===== src/rtl/dispacc_pkg.sv =====
package dispacc_pkg;

   // Storage targets an address can resolve to
   typedef enum logic [3:0] {
      TGT_NONE,
      TGT_RAM,
      TGT_VSTART,
      TGT_HSTART,
      TGT_VSPACE,
      TGT_HSPACE,
      TGT_BGCTL,
      TGT_ENABLE,
      TGT_BANK,
      TGT_PAGE
   } tgt_e;

   localparam int NUM_CTRL = 6;  // five display controls plus the bank register

   // Targets that the display enable locks against processor access
   function automatic logic tgt_locked(input tgt_e t);
      return (t == TGT_RAM)    || (t == TGT_VSTART) || (t == TGT_HSTART) ||
             (t == TGT_VSPACE) || (t == TGT_HSPACE) || (t == TGT_BGCTL)  ||
             (t == TGT_BANK);
   endfunction

   // Slot of a control target inside the control register bank
   function automatic int ctrl_slot(input tgt_e t);
      case (t)
         TGT_VSTART: return 0;
         TGT_HSTART: return 1;
         TGT_VSPACE: return 2;
         TGT_HSPACE: return 3;
         TGT_BGCTL:  return 4;
         TGT_BANK:   return 5;
         default:    return -1;
      endcase
   endfunction

endpackage


===== src/rtl/dispacc_decode.sv =====
module dispacc_decode
   import dispacc_pkg::*;
#(
   parameter int                ADDR_W     = 8,
   parameter int                WIN_DEPTH  = 64,
   parameter int                HI_RAM     = 16,
   parameter int                RAM_AW     = 7,
   parameter logic [ADDR_W-1:0] PAGE_ADDR  = 'hE8,
   parameter logic [ADDR_W-1:0] BANK_ADDR  = 'hED,
   parameter int                OFS_VSTART = 16,
   parameter int                OFS_HSTART = 17,
   parameter int                OFS_VSPACE = 18,
   parameter int                OFS_HSPACE = 19,
   parameter int                OFS_BGCTL  = 20,
   parameter int                OFS_ENABLE = 23
) (
   input  logic [ADDR_W-1:0] addr,
   input  logic              sel_lo,
   input  logic              sel_hi,
   output tgt_e              tgt,
   output logic [RAM_AW-1:0] ram_idx
);

   localparam int WIN_AW = $clog2(WIN_DEPTH);
   localparam logic [ADDR_W:0]   WIN_LIMIT = (ADDR_W+1)'(WIN_DEPTH);
   localparam logic [WIN_AW:0]   HI_LIMIT  = (WIN_AW+1)'(HI_RAM);
   localparam logic [WIN_AW-1:0] O_VST = WIN_AW'(OFS_VSTART);
   localparam logic [WIN_AW-1:0] O_HST = WIN_AW'(OFS_HSTART);
   localparam logic [WIN_AW-1:0] O_VSP = WIN_AW'(OFS_VSPACE);
   localparam logic [WIN_AW-1:0] O_HSP = WIN_AW'(OFS_HSPACE);
   localparam logic [WIN_AW-1:0] O_BG  = WIN_AW'(OFS_BGCTL);
   localparam logic [WIN_AW-1:0] O_EN  = WIN_AW'(OFS_ENABLE);
   localparam logic [RAM_AW-1:0] HI_BASE = RAM_AW'(WIN_DEPTH);

   logic              in_win;
   logic              only_lo;
   logic              only_hi;
   logic [WIN_AW-1:0] ofs;

   assign in_win  = {1'b0, addr} < WIN_LIMIT;
   assign only_lo = sel_lo & ~sel_hi;
   assign only_hi = sel_hi & ~sel_lo;
   assign ofs     = addr[WIN_AW-1:0];

   always_comb begin
      tgt     = TGT_NONE;
      ram_idx = '0;
      if (addr == PAGE_ADDR) begin
         tgt = TGT_PAGE;
      end else if (addr == BANK_ADDR) begin
         tgt = TGT_BANK;
      end else if (in_win && only_lo) begin
         tgt     = TGT_RAM;
         ram_idx = RAM_AW'(ofs);
      end else if (in_win && only_hi) begin
         if ({1'b0, ofs} < HI_LIMIT) begin
            tgt     = TGT_RAM;
            ram_idx = HI_BASE + RAM_AW'(ofs);
         end else if (ofs == O_VST) begin
            tgt = TGT_VSTART;
         end else if (ofs == O_HST) begin
            tgt = TGT_HSTART;
         end else if (ofs == O_VSP) begin
            tgt = TGT_VSPACE;
         end else if (ofs == O_HSP) begin
            tgt = TGT_HSPACE;
         end else if (ofs == O_BG) begin
            tgt = TGT_BGCTL;
         end else if (ofs == O_EN) begin
            tgt = TGT_ENABLE;
         end
      end
   end

endmodule


===== src/rtl/dispacc_charram.sv =====
module dispacc_charram #(
   parameter int DEPTH    = 80,
   parameter int AW       = 7,
   parameter int DW       = 8,
   parameter int ZERO_BIT = 6
) (
   input  logic          clk,
   input  logic          rst_n,
   input  logic          we,
   input  logic [AW-1:0] waddr,
   input  logic [DW-1:0] wdata,
   input  logic [AW-1:0] cpu_raddr,
   output logic [DW-1:0] cpu_rdata,
   input  logic [AW-1:0] eng_raddr,
   output logic [DW-1:0] eng_rdata
);

   localparam logic [DW-1:0] KEEP_MASK = ~(DW'(1) << ZERO_BIT);
   localparam logic [AW:0]   LIMIT     = (AW+1)'(DEPTH);

   logic [DEPTH-1:0][DW-1:0] cell_vec;

   // One register per character byte; bit ZERO_BIT is never stored as 1
   for (genvar i = 0; i < DEPTH; i++) begin : g_cell
      logic [DW-1:0] q;
      always_ff @(posedge clk or negedge rst_n) begin
         if (!rst_n) begin
            q <= '0;
         end else if (we && (waddr == AW'(i))) begin
            q <= wdata & KEEP_MASK;
         end
      end
      assign cell_vec[i] = q;
   end

   assign cpu_rdata = ({1'b0, cpu_raddr} < LIMIT) ? cell_vec[cpu_raddr] : '0;
   assign eng_rdata = ({1'b0, eng_raddr} < LIMIT) ? cell_vec[eng_raddr] : '0;

endmodule


===== src/rtl/dispacc_ctrlregs.sv =====
module dispacc_ctrlregs #(
   parameter int NREG = 6,
   parameter int DW   = 8
) (
   input  logic                      clk,
   input  logic                      rst_n,
   input  logic [NREG-1:0]           we_vec,
   input  logic [DW-1:0]             wdata,
   output logic [NREG-1:0][DW-1:0]   q_vec
);

   for (genvar k = 0; k < NREG; k++) begin : g_reg
      logic [DW-1:0] q;
      always_ff @(posedge clk or negedge rst_n) begin
         if (!rst_n) begin
            q <= '0;
         end else if (we_vec[k]) begin
            q <= wdata;
         end
      end
      assign q_vec[k] = q;
   end

endmodule


===== src/rtl/dispacc_top.sv =====
module dispacc_top
   import dispacc_pkg::*;
#(
   parameter int                ADDR_W     = 8,
   parameter int                DATA_W     = 8,
   parameter int                WIN_DEPTH  = 64,
   parameter int                HI_RAM     = 16,
   parameter int                RAM_AW     = $clog2(WIN_DEPTH + HI_RAM),
   parameter int                CODE_W     = 6,
   parameter int                ZERO_BIT   = 6,
   parameter int                PG_LO_BIT  = 5,
   parameter int                PG_HI_BIT  = 6,
   parameter logic [ADDR_W-1:0] PAGE_ADDR  = 'hE8,
   parameter logic [ADDR_W-1:0] BANK_ADDR  = 'hED,
   parameter int                OFS_VSTART = 16,
   parameter int                OFS_ENABLE = 23
) (
   input  logic              clk,
   input  logic              rst_n,
   input  logic [ADDR_W-1:0] cpu_addr,
   input  logic              cpu_wr,
   input  logic              cpu_rd,
   input  logic [DATA_W-1:0] cpu_wdata,
   output logic [DATA_W-1:0] cpu_rdata,
   input  logic [RAM_AW-1:0] eng_addr,
   output logic [DATA_W-1:0] eng_char,
   output logic [DATA_W-1:0] vstart,
   output logic [DATA_W-1:0] hstart,
   output logic [DATA_W-1:0] vspace,
   output logic [DATA_W-1:0] hspace,
   output logic [DATA_W-1:0] bgctl,
   output logic [DATA_W-1:0] charbank,
   output logic              disp_en
);

   localparam int RAM_DEPTH = WIN_DEPTH + HI_RAM;
   localparam int WIN_AW    = $clog2(WIN_DEPTH);

   // Elaboration checks on the configuration
   if (CODE_W >= DATA_W || ZERO_BIT >= DATA_W || ZERO_BIT < CODE_W) begin : g_bad_code
      $error("dispacc_top: character code field does not fit the data width");
   end
   if (PG_LO_BIT >= DATA_W || PG_HI_BIT >= DATA_W || PG_LO_BIT == PG_HI_BIT) begin : g_bad_page
      $error("dispacc_top: page select bits invalid");
   end
   if ((1 << RAM_AW) < RAM_DEPTH) begin : g_bad_aw
      $error("dispacc_top: RAM_AW too narrow for character storage");
   end
   if (HI_RAM > OFS_VSTART || OFS_ENABLE < OFS_VSTART + 5 || OFS_ENABLE >= WIN_DEPTH) begin : g_bad_map
      $error("dispacc_top: page 6 layout overlaps or leaves the window");
   end
   if ((1 << WIN_AW) != WIN_DEPTH || WIN_DEPTH > (1 << ADDR_W)) begin : g_bad_win
      $error("dispacc_top: window depth must be a power of two within the address space");
   end

   tgt_e                     tgt;
   logic [RAM_AW-1:0]        ram_idx;
   logic [DATA_W-1:0]        page_q;
   logic                     ge_q;
   logic                     granted;
   logic                     ram_we;
   logic [NUM_CTRL-1:0]      ctrl_we;
   logic [NUM_CTRL-1:0][DATA_W-1:0] ctrl_q;
   logic [DATA_W-1:0]        ram_cpu_val;
   logic [DATA_W-1:0]        rd_val;
   logic [DATA_W-1:0]        rdata_q;

   dispacc_decode #(
      .ADDR_W     (ADDR_W),
      .WIN_DEPTH  (WIN_DEPTH),
      .HI_RAM     (HI_RAM),
      .RAM_AW     (RAM_AW),
      .PAGE_ADDR  (PAGE_ADDR),
      .BANK_ADDR  (BANK_ADDR),
      .OFS_VSTART (OFS_VSTART),
      .OFS_HSTART (OFS_VSTART + 1),
      .OFS_VSPACE (OFS_VSTART + 2),
      .OFS_HSPACE (OFS_VSTART + 3),
      .OFS_BGCTL  (OFS_VSTART + 4),
      .OFS_ENABLE (OFS_ENABLE)
   ) u_decode (
      .addr    (cpu_addr),
      .sel_lo  (page_q[PG_LO_BIT]),
      .sel_hi  (page_q[PG_HI_BIT]),
      .tgt     (tgt),
      .ram_idx (ram_idx)
   );

   // The enable lock applies only to the protected storage
   assign granted = !(tgt_locked(tgt) && ge_q);
   assign ram_we  = cpu_wr && granted && (tgt == TGT_RAM);

   always_comb begin
      ctrl_we = '0;
      for (int k = 0; k < NUM_CTRL; k++) begin
         if (cpu_wr && granted && (ctrl_slot(tgt) == k)) begin
            ctrl_we[k] = 1'b1;
         end
      end
   end

   dispacc_charram #(
      .DEPTH    (RAM_DEPTH),
      .AW       (RAM_AW),
      .DW       (DATA_W),
      .ZERO_BIT (ZERO_BIT)
   ) u_ram (
      .clk       (clk),
      .rst_n     (rst_n),
      .we        (ram_we),
      .waddr     (ram_idx),
      .wdata     (cpu_wdata),
      .cpu_raddr (ram_idx),
      .cpu_rdata (ram_cpu_val),
      .eng_raddr (eng_addr),
      .eng_rdata (eng_char)
   );

   dispacc_ctrlregs #(
      .NREG (NUM_CTRL),
      .DW   (DATA_W)
   ) u_ctrl (
      .clk    (clk),
      .rst_n  (rst_n),
      .we_vec (ctrl_we),
      .wdata  (cpu_wdata),
      .q_vec  (ctrl_q)
   );

   // Page select and display enable are never locked
   always_ff @(posedge clk or negedge rst_n) begin
      if (!rst_n) begin
         page_q <= '0;
         ge_q   <= 1'b0;
      end else if (cpu_wr) begin
         if (tgt == TGT_PAGE)   page_q <= cpu_wdata;
         if (tgt == TGT_ENABLE) ge_q   <= cpu_wdata[0];
      end
   end

   // Read selection; the enable bit is write-only and falls to the default
   always_comb begin
      rd_val = '0;
      if (granted) begin
         case (tgt)
            TGT_RAM:    rd_val = ram_cpu_val;
            TGT_PAGE:   rd_val = page_q;
            TGT_VSTART, TGT_HSTART, TGT_VSPACE, TGT_HSPACE, TGT_BGCTL, TGT_BANK:
                        rd_val = ctrl_q[ctrl_slot(tgt)];
            default:    rd_val = '0;
         endcase
      end
   end

   always_ff @(posedge clk or negedge rst_n) begin
      if (!rst_n) begin
         rdata_q <= '0;
      end else begin
         rdata_q <= cpu_rd ? rd_val : '0;
      end
   end

   assign cpu_rdata = rdata_q;
   assign vstart    = ctrl_q[0];
   assign hstart    = ctrl_q[1];
   assign vspace    = ctrl_q[2];
   assign hspace    = ctrl_q[3];
   assign bgctl     = ctrl_q[4];
   assign charbank  = ctrl_q[5];
   assign disp_en   = ge_q;

endmodule


===== config.mk =====
export PLATFORM = sky130hd
export DESIGN_NAME = dispacc_top
export DESIGN_NICKNAME = d
export VERILOG_FILES = /design/src/rtl/dispacc_pkg.sv /design/src/rtl/dispacc_decode.sv /design/src/rtl/dispacc_charram.sv /design/src/rtl/dispacc_ctrlregs.sv /design/src/rtl/dispacc_top.sv
export SDC_FILE = /design/constraint.sdc
export NUM_CORES = 1
export LEC_CHECK = 0
export BUFFER_PORTS_ARGS = -buffer_cell sky130_fd_sc_hd__buf_2
export CAP_MARGIN = 20
export CELL_PAD_IN_SITES_DETAIL_PLACEMENT = 0
export CELL_PAD_IN_SITES_GLOBAL_PLACEMENT = 1
export CORE_UTILIZATION = 49
export CTS_CLUSTER_SIZE = 30
export DETAILED_ROUTE_END_ITERATION = 8
export HOLD_SLACK_MARGIN = 0.03
export PLACE_DENSITY_LB_ADDON = 0.1
export SETUP_SLACK_MARGIN = 0.5
export SLEW_MARGIN = 40
export SYNTH_ARGS = -nofsm -noshare
export SYNTH_HDL_FRONTEND = slang
export SYNTH_HIERARCHICAL = 1
export SYNTH_SLANG_ARGS = --single-unit

===== constraint.sdc =====
create_clock -name clk -period 3.1 [get_ports clk]
set_input_delay 0 -clock clk [delete_from_list [all_inputs] [get_ports clk]]
set_output_delay 0 -clock clk [all_outputs]
set_load 0.03 [all_outputs]

# ---- Yosys cells after proc, flatten, opt, wreduce, memory -nomap -nowiden
# Index checks and enable logic that the tools add are counted.
dict set report op_classes {
  order_cmp 7
  muxes 37
  reduce_logical 103
  n_eq_ne 101
  bitwise_logic 4
  n_addsub 1
}
# operator count
set op_table {}
lappend op_table {{7-bit by 6-bit == test with 1-bit output (second input constant)} 32}
lappend op_table {{32-bit one-hot mux with 6 select lines} 1}
lappend op_table {{8-bit binary-select mux with 7-bit select} 2}
lappend op_table {{7-bit by 5-bit == test with 1-bit output (second input constant)} 16}
lappend op_table {{7-bit == test (second input constant)} 16}
lappend op_table {{1-bit logical AND} 91}
lappend op_table {{32-bit by 3-bit == test with 1-bit output (second input constant)} 2}
lappend op_table {{32-bit by 4-bit == test with 1-bit output (second input constant)} 2}
lappend op_table {{32-bit 2-to-1 mux} 2}
lappend op_table {{8-bit 2-to-1 mux} 8}
lappend op_table {{7-bit by 4-bit == test with 1-bit output (second input constant)} 8}
lappend op_table {{4-bit 2-to-1 mux} 10}
lappend op_table {{6-bit by 5-bit == test with 1-bit output (second input constant)} 6}
lappend op_table {{7-bit 2-to-1 mux} 5}
lappend op_table {{32-bit by 2-bit == test with 1-bit output (second input constant)} 1}
lappend op_table {{32-bit logical NOT} 1}
lappend op_table {{32-bit by 5-bit < comparator with 1-bit output (second input constant)} 1}
lappend op_table {{7-bit by 3-bit == test with 1-bit output (second input constant)} 4}
lappend op_table {{8-bit binary-select mux with 3-bit select} 1}
lappend op_table {{8-bit one-hot mux with 3 select lines} 1}
lappend op_table {{4-bit by 3-bit == test with 1-bit output (second input constant)} 4}
lappend op_table {{8-bit == test (second input constant)} 2}
lappend op_table {{7-bit by 8-bit < comparator with 1-bit output (second input constant)} 2}
lappend op_table {{7-bit by 2-bit == test with 1-bit output (second input constant)} 2}
lappend op_table {{17 further kinds} 33}
dict set report word_totals {
  wordCells 342
  input_bits 27
  regBits 625
  out_inout_bits 65
}

# ---- Longest topological paths before layout
dict set report depth {
  depth_word 27
  depth_mapped 15
  ltp_nobuf 11
}

# ---- Hierarchy
# Netlist, hierarchy kept.
# mod seq_area_each_um2 instances cells_each area_each_um2
set modules_own_cells {}
lappend modules_own_cells {dispacc_charram 14013.4 1 2012 30464.2}
lappend modules_own_cells {dispacc_ctrlregs 1201.2 1 102 1989.4}
lappend modules_own_cells {dispacc_top 425.4 1 151 1391.3}
lappend modules_own_cells {dispacc_decode 0.0 1 28 188.9}

# ---- Least setup slack after synthesis
# No wires, ideal clock.
dict set report synth_path {
  path_kind {register to register}
  startpoint {reg page_q[5]}
  endpoint {reg rdata_q[1] (netlist: cpu_rdata[1])}
  period_less_slack_ns 3.246
  t_arrival_ns 3.098
  required_ns 2.952
  setup_time_ns 0.148
  n_path_buf 3
  path_stages_with_launch 15
  slack_ns -0.146
  path_cell_list {dfrtp_1 -> nor4b_2 -> o21a_1 -> and2_1 -> buf_4 -> buf_4 -> buf_2 -> mux4_2 -> mux2i_1 -> mux2i_1 -> a2bb2oi_1 -> nand3_1 -> mux2_2 -> a221oi_1 -> a311oi_1}
}
dict set report synth_between {
  word_cells_on_any_way 42
  cone_classes {1 x order compare; 8 x eq/ne; 20 x mux; 3 x bitwise; 10 x reduce/logical}
}
# item line_no
set synth_rtl {}
lappend synth_rtl {{start, declared} dispacc_top.sv:58} ;# logic [DATA_W-1:0] page_q;
lappend synth_rtl {{start signal, assigned} dispacc_top.sv:136} ;# if (tgt == TGT_PAGE) page_q <= cpu_wdata;
lappend synth_rtl {{1-bit inverter} dispacc_decode.sv:42} ;# assign only_hi = sel_hi & ~sel_lo;
lappend synth_rtl {{1-bit bitwise AND} dispacc_decode.sv:42}
lappend synth_rtl {{1-bit logical AND} dispacc_decode.sv:55} ;# end else if (in_win && only_hi) begin
lappend synth_rtl {{7-bit 2-to-1 mux} dispacc_decode.sv:55}
lappend synth_rtl {{7-bit 2-to-1 mux *} dispacc_decode.sv:52} ;# end else if (in_win && only_lo) begin
lappend synth_rtl {{7-bit 2-to-1 mux *} dispacc_decode.sv:50} ;# end else if (addr == BANK_ADDR) begin
lappend synth_rtl {{7-bit 2-to-1 mux *} dispacc_decode.sv:48} ;# if (addr == PAGE_ADDR) begin
lappend synth_rtl {{via ram_idx[0]} dispacc_top.sv:57} ;# logic [RAM_AW-1:0] ram_idx;
lappend synth_rtl {{8-bit binary-select mux with 7-bit select} dispacc_charram.sv:36} ;# assign cpu_rdata = ({1'b0, cpu_raddr} < LIMIT) ? cell_vec[cpu_raddr] : '0;
lappend synth_rtl {{8-bit 2-to-1 mux (not written as such)} dispacc_charram.sv:36}
lappend synth_rtl {{8-bit 2-to-1 mux *} dispacc_charram.sv:36}
lappend synth_rtl {{via ram_cpu_val[1]} dispacc_top.sv:64} ;# logic [DATA_W-1:0] ram_cpu_val;
lappend synth_rtl {{8-bit one-hot mux with 3 select lines *} dispacc_top.sv:145} ;# case (tgt)
lappend synth_rtl {{8-bit 2-to-1 mux *} dispacc_top.sv:144} ;# if (granted) begin
lappend synth_rtl {{8-bit 2-to-1 mux *} dispacc_top.sv:159} ;# rdata_q <= cpu_rd ? rd_val : '0;
lappend synth_rtl {{end signal, assigned} dispacc_top.sv:159}
lappend synth_rtl {{end, declared} dispacc_top.sv:66} ;# logic [DATA_W-1:0] rdata_q;
# The timed path passes the listed nets; every way through them passes the cells marked *. The select of a mux whose other input is x is not followed.
# A chain may end at the register's enable or synchronous reset.

# ---- Worst setup path after layout
dict set report layout_path {
  startpoint {reg page_q[5]}
  endpoint {reg rdata_q[2] (netlist: cpu_rdata[2])}
}
# The elaborated chain is that of the path after synthesis.

==> results.cfg <==
[grt]
grt_max_degree = 125
grt_overflow = 0
grt_pass1_vias = 23469
grt_usage = 0.3059
antenna_found_initial = 0
grt_pass1_wl_um = 159000

[status]
violations = setup timing
outcome = finished with violations

[final_layout]
diodes = 0
syn2layout_area_growth_pct = 21.44
final_cell_mix = dfrtp_1 (624), mux2_2 (586), mux4_2 (279)
fill_cells = 5275
layout.nets = 2608
layout-drive-gt1-share = 0.5820
final_area_mm2 = 0.04133
final_common_cell = dfrtp_1

[synthesis]
synth_area_mm2 = 0.03403
synth_top_area_share = 0.4595
synth.distinct_cells = 61
ys_seq_area_frac = 0.4595
synth_async_sr_flop_share = 1.000
netlist_top_cells_area = dfrtp_1 (46%), mux2_2 (20%), mux4_2 (18%), mux2i_1 (2.4%), mux2_4 (2.1%)
synth_seq_cells = 625
yosysTopAreaCell = dfrtp_1
syn_inst = 2293
synth_warnings = 6
synth_ff_type = dfrtp_1
synth_edf_count = 0
avgSynthCellArea_um2 = 14.84

[clocking]
clk_pin_slew_ns = 0.06
clock-root-buffer = clkbuf_16
clock_latency_ns = 0.62
numCtsBuffers = 73
h-tree-depth = 3
clockBufferDepth = 3
cts_tree = done
clock_sinks = 625

[timing]
fmax_ghz = 0.2720
setup_ws_ns = -0.5759
holdWs_ns = 0.05537
rsz0062_at_grt = yes
period_minus_slack_ns = 3.676
tightest_slew_ns = 0.9195
hold_violations = 0
slew_headroom = 0.3857
setup_viol = 283
min_period_over_period = 1.186
fin_worst_skew_ns = 0.01447
maxSlewViolCount = 0

[worst_setup_path]
crit_arrival_ns = 4.14
startpoint_type = flip-flop
critPathRequiredTime_ns = 3.57
reg2reg_from = page_q[5]
r2r_cells = 14
cp-end-kind = flip-flop
critPathKind = reg2reg
crit_path_max_fanout = 5
worstSetupStartpoint = page_q[5]

[routing]
wl_per_cell_um = 29.47
drt_iter0_drc = 1794
viasPerCell = 6.344
drc_errors = 0
wl_um = 105200
vias = 22647
ant_nets = 0
first_pass_iters = 5

[floorplanning]
start_util = 0.4954
die_w_um = 265.5
die-area_mm2 = 0.07051
die_h_um = 265.5
core-area_mm2 = 0.06871
rows = 96
ios = 92

[placed_design]
place.gp.congestion = 0.9043
place_ws_ns = -0.7991
place_area_mm2 = 0.03786
port_buffers = 90
hpwlAfterDp_um = 72500

[power_and_ir_drop]
power.leakage_nw = 18.89
ir_worst_vdd_v = 0.0004892
power.total_w = 0.01801
power.density_mw_per_mm2 = 435.7

[run]
maxCapViolations = 0

[min_path]
hp-class = in2async
==> worst max-delay path: stages, from the launching register on <==
cell	delay, ns
dfrtp_1	0.42
nor4b_4	0.24
o21a_1	0.21
and2_4	0.23
buf_12	0.14
buf_12	0.12
buf_16	0.12
mux4_2	0.50
mux4_2	0.57
a21oi_2	0.18
buf_6	0.14
nand3_2	0.05
mux2_4	0.29
a221oi_2	0.24
a311oi_1	0.06
==> timing repair <==
action | in CTS | in global routing
gates cloned | 3 | 1
endpoints found under the hold margin | 568 | 12
pin swaps | 23 | 21
buffers inserted | 16 | 7
endpoints found under the setup margin | 607 | 629
resized for setup | 64 | 35
hold buffers | 9 | 2
==> layer usage <==
layer	vias up	GRT usage	routed length [um]
met2	771	0.4834	49970
met3	161	0.05129	6564
li1	9458	-	-
met1	12257	0.4350	45610
met4	0	0.09233	3052
met5	-	0	0
==> cells by family after synthesis <==
| kind of cell | Yosys count | synth area share |
|---|---|---|
| AO/OA/AOI/OAI | 143 | 0.02993 |
| XOR/XNOR | 2 | 0.0005148 |
| buffers and inverters | 195 | 0.02992 |
| flip-flops | 625 | 0.4595 |
| multiplexers | 1015 | 0.4331 |
| other | 1 | 0.0001102 |
| AND/OR/NAND/NOR | 312 | 0.04684 |
==> per-stage QoR <==
step | utilization | setup TNS [ns] | std cells
after detailed placement | 0.5510 | -35.11 | 3399
after CTS | 0.5971 | -29.01 | 3560
after global placement | 0.5505 | -85.59 | 3399
after floorplan | - | -0.1220 | 2294
after global routing | 0.6015 | -61.89 | 3570
final | 0.6015 | -27.67 | 3570
==> cell type report <==
type / count / area [um2] / area share
well taps: 931 / 1165 / 0.02818
clock buffers: 100 / 2090 / 0.05056
flip-flops and latches: 625 / 15640 / 0.3785
clock inverters: 33 / 399.1 / 0.009657
multi-input cells: 1474 / 17900 / 0.4332
inverters: 6 / 22.52 / 0.0005449
repair buffers: 401 / 4109 / 0.09942
==> flip-flops by register name, summed over array words and instances, names as in the netlist <==
| signal | flops |
|---|---|
| u_ram/g_cell.q | 560 |
| u_ctrl/g.q | 48 |
| cpu_rdata | 8 |
| page_q | 8 |
| disp_en | 1 |
==> report_power, final <==
| part | total (W) | internal, W | switching [W] |
|---|---|---|---|
| clock network | 0.00891 | 0.00533 | 0.00358 |
| logic | 0.000911 | 0.000266 | 0.000645 |
| registers | 0.00818 | 0.00817 | 0.0000111 |
| total | 0.0180 | 0.0138 | 0.00424 |
==> Yosys cell counts, types with 4 or more instances <==
cell         n
dfrtp_1    625
mux2_2     593
mux4_2     279
nand2_1    121
clkbuf_1    93
mux2i_1     80
mux2_4      48
buf_2       40
nor2_1      35
buf_4       28
nand3_1     26
nor2b_1     24
nor2_2      21
o21ai_0     21
o211ai_1    20
o22ai_1     19
nor3_1      17
buf_6       16
nand2b_1    15
a21oi_1     13
nor3b_1     12
buf_1       11
a22o_1       9
mux2_1       9
a221oi_1     7
a311oi_1     7
and2_1       7
or2_2        7
a31oi_1      6
mux4_1       6
nand4_1      6
o221ai_1     6
a2111oi_0    5
and3_1       5
o31ai_1      5
a211oi_1     4
a22oi_1      4
a2bb2oi_1    4
o2111ai_1    4
==> worst paths after layout <==
path | to | slack, ns
setup reg to reg | cpu_rdata[2] | -0.58
setup / recovery | cpu_rdata[2] | -0.58
max in group asynchronous | page_q[6] | 2.30
min in group clk | u_ctrl/g_reg[3].q[1] | 0.15
hold / removal | u_ram/g_cell[24].q[2] | 0.06
hold reg to reg | page_q[1] | 0.50
(Power assumes the default switching activity.)
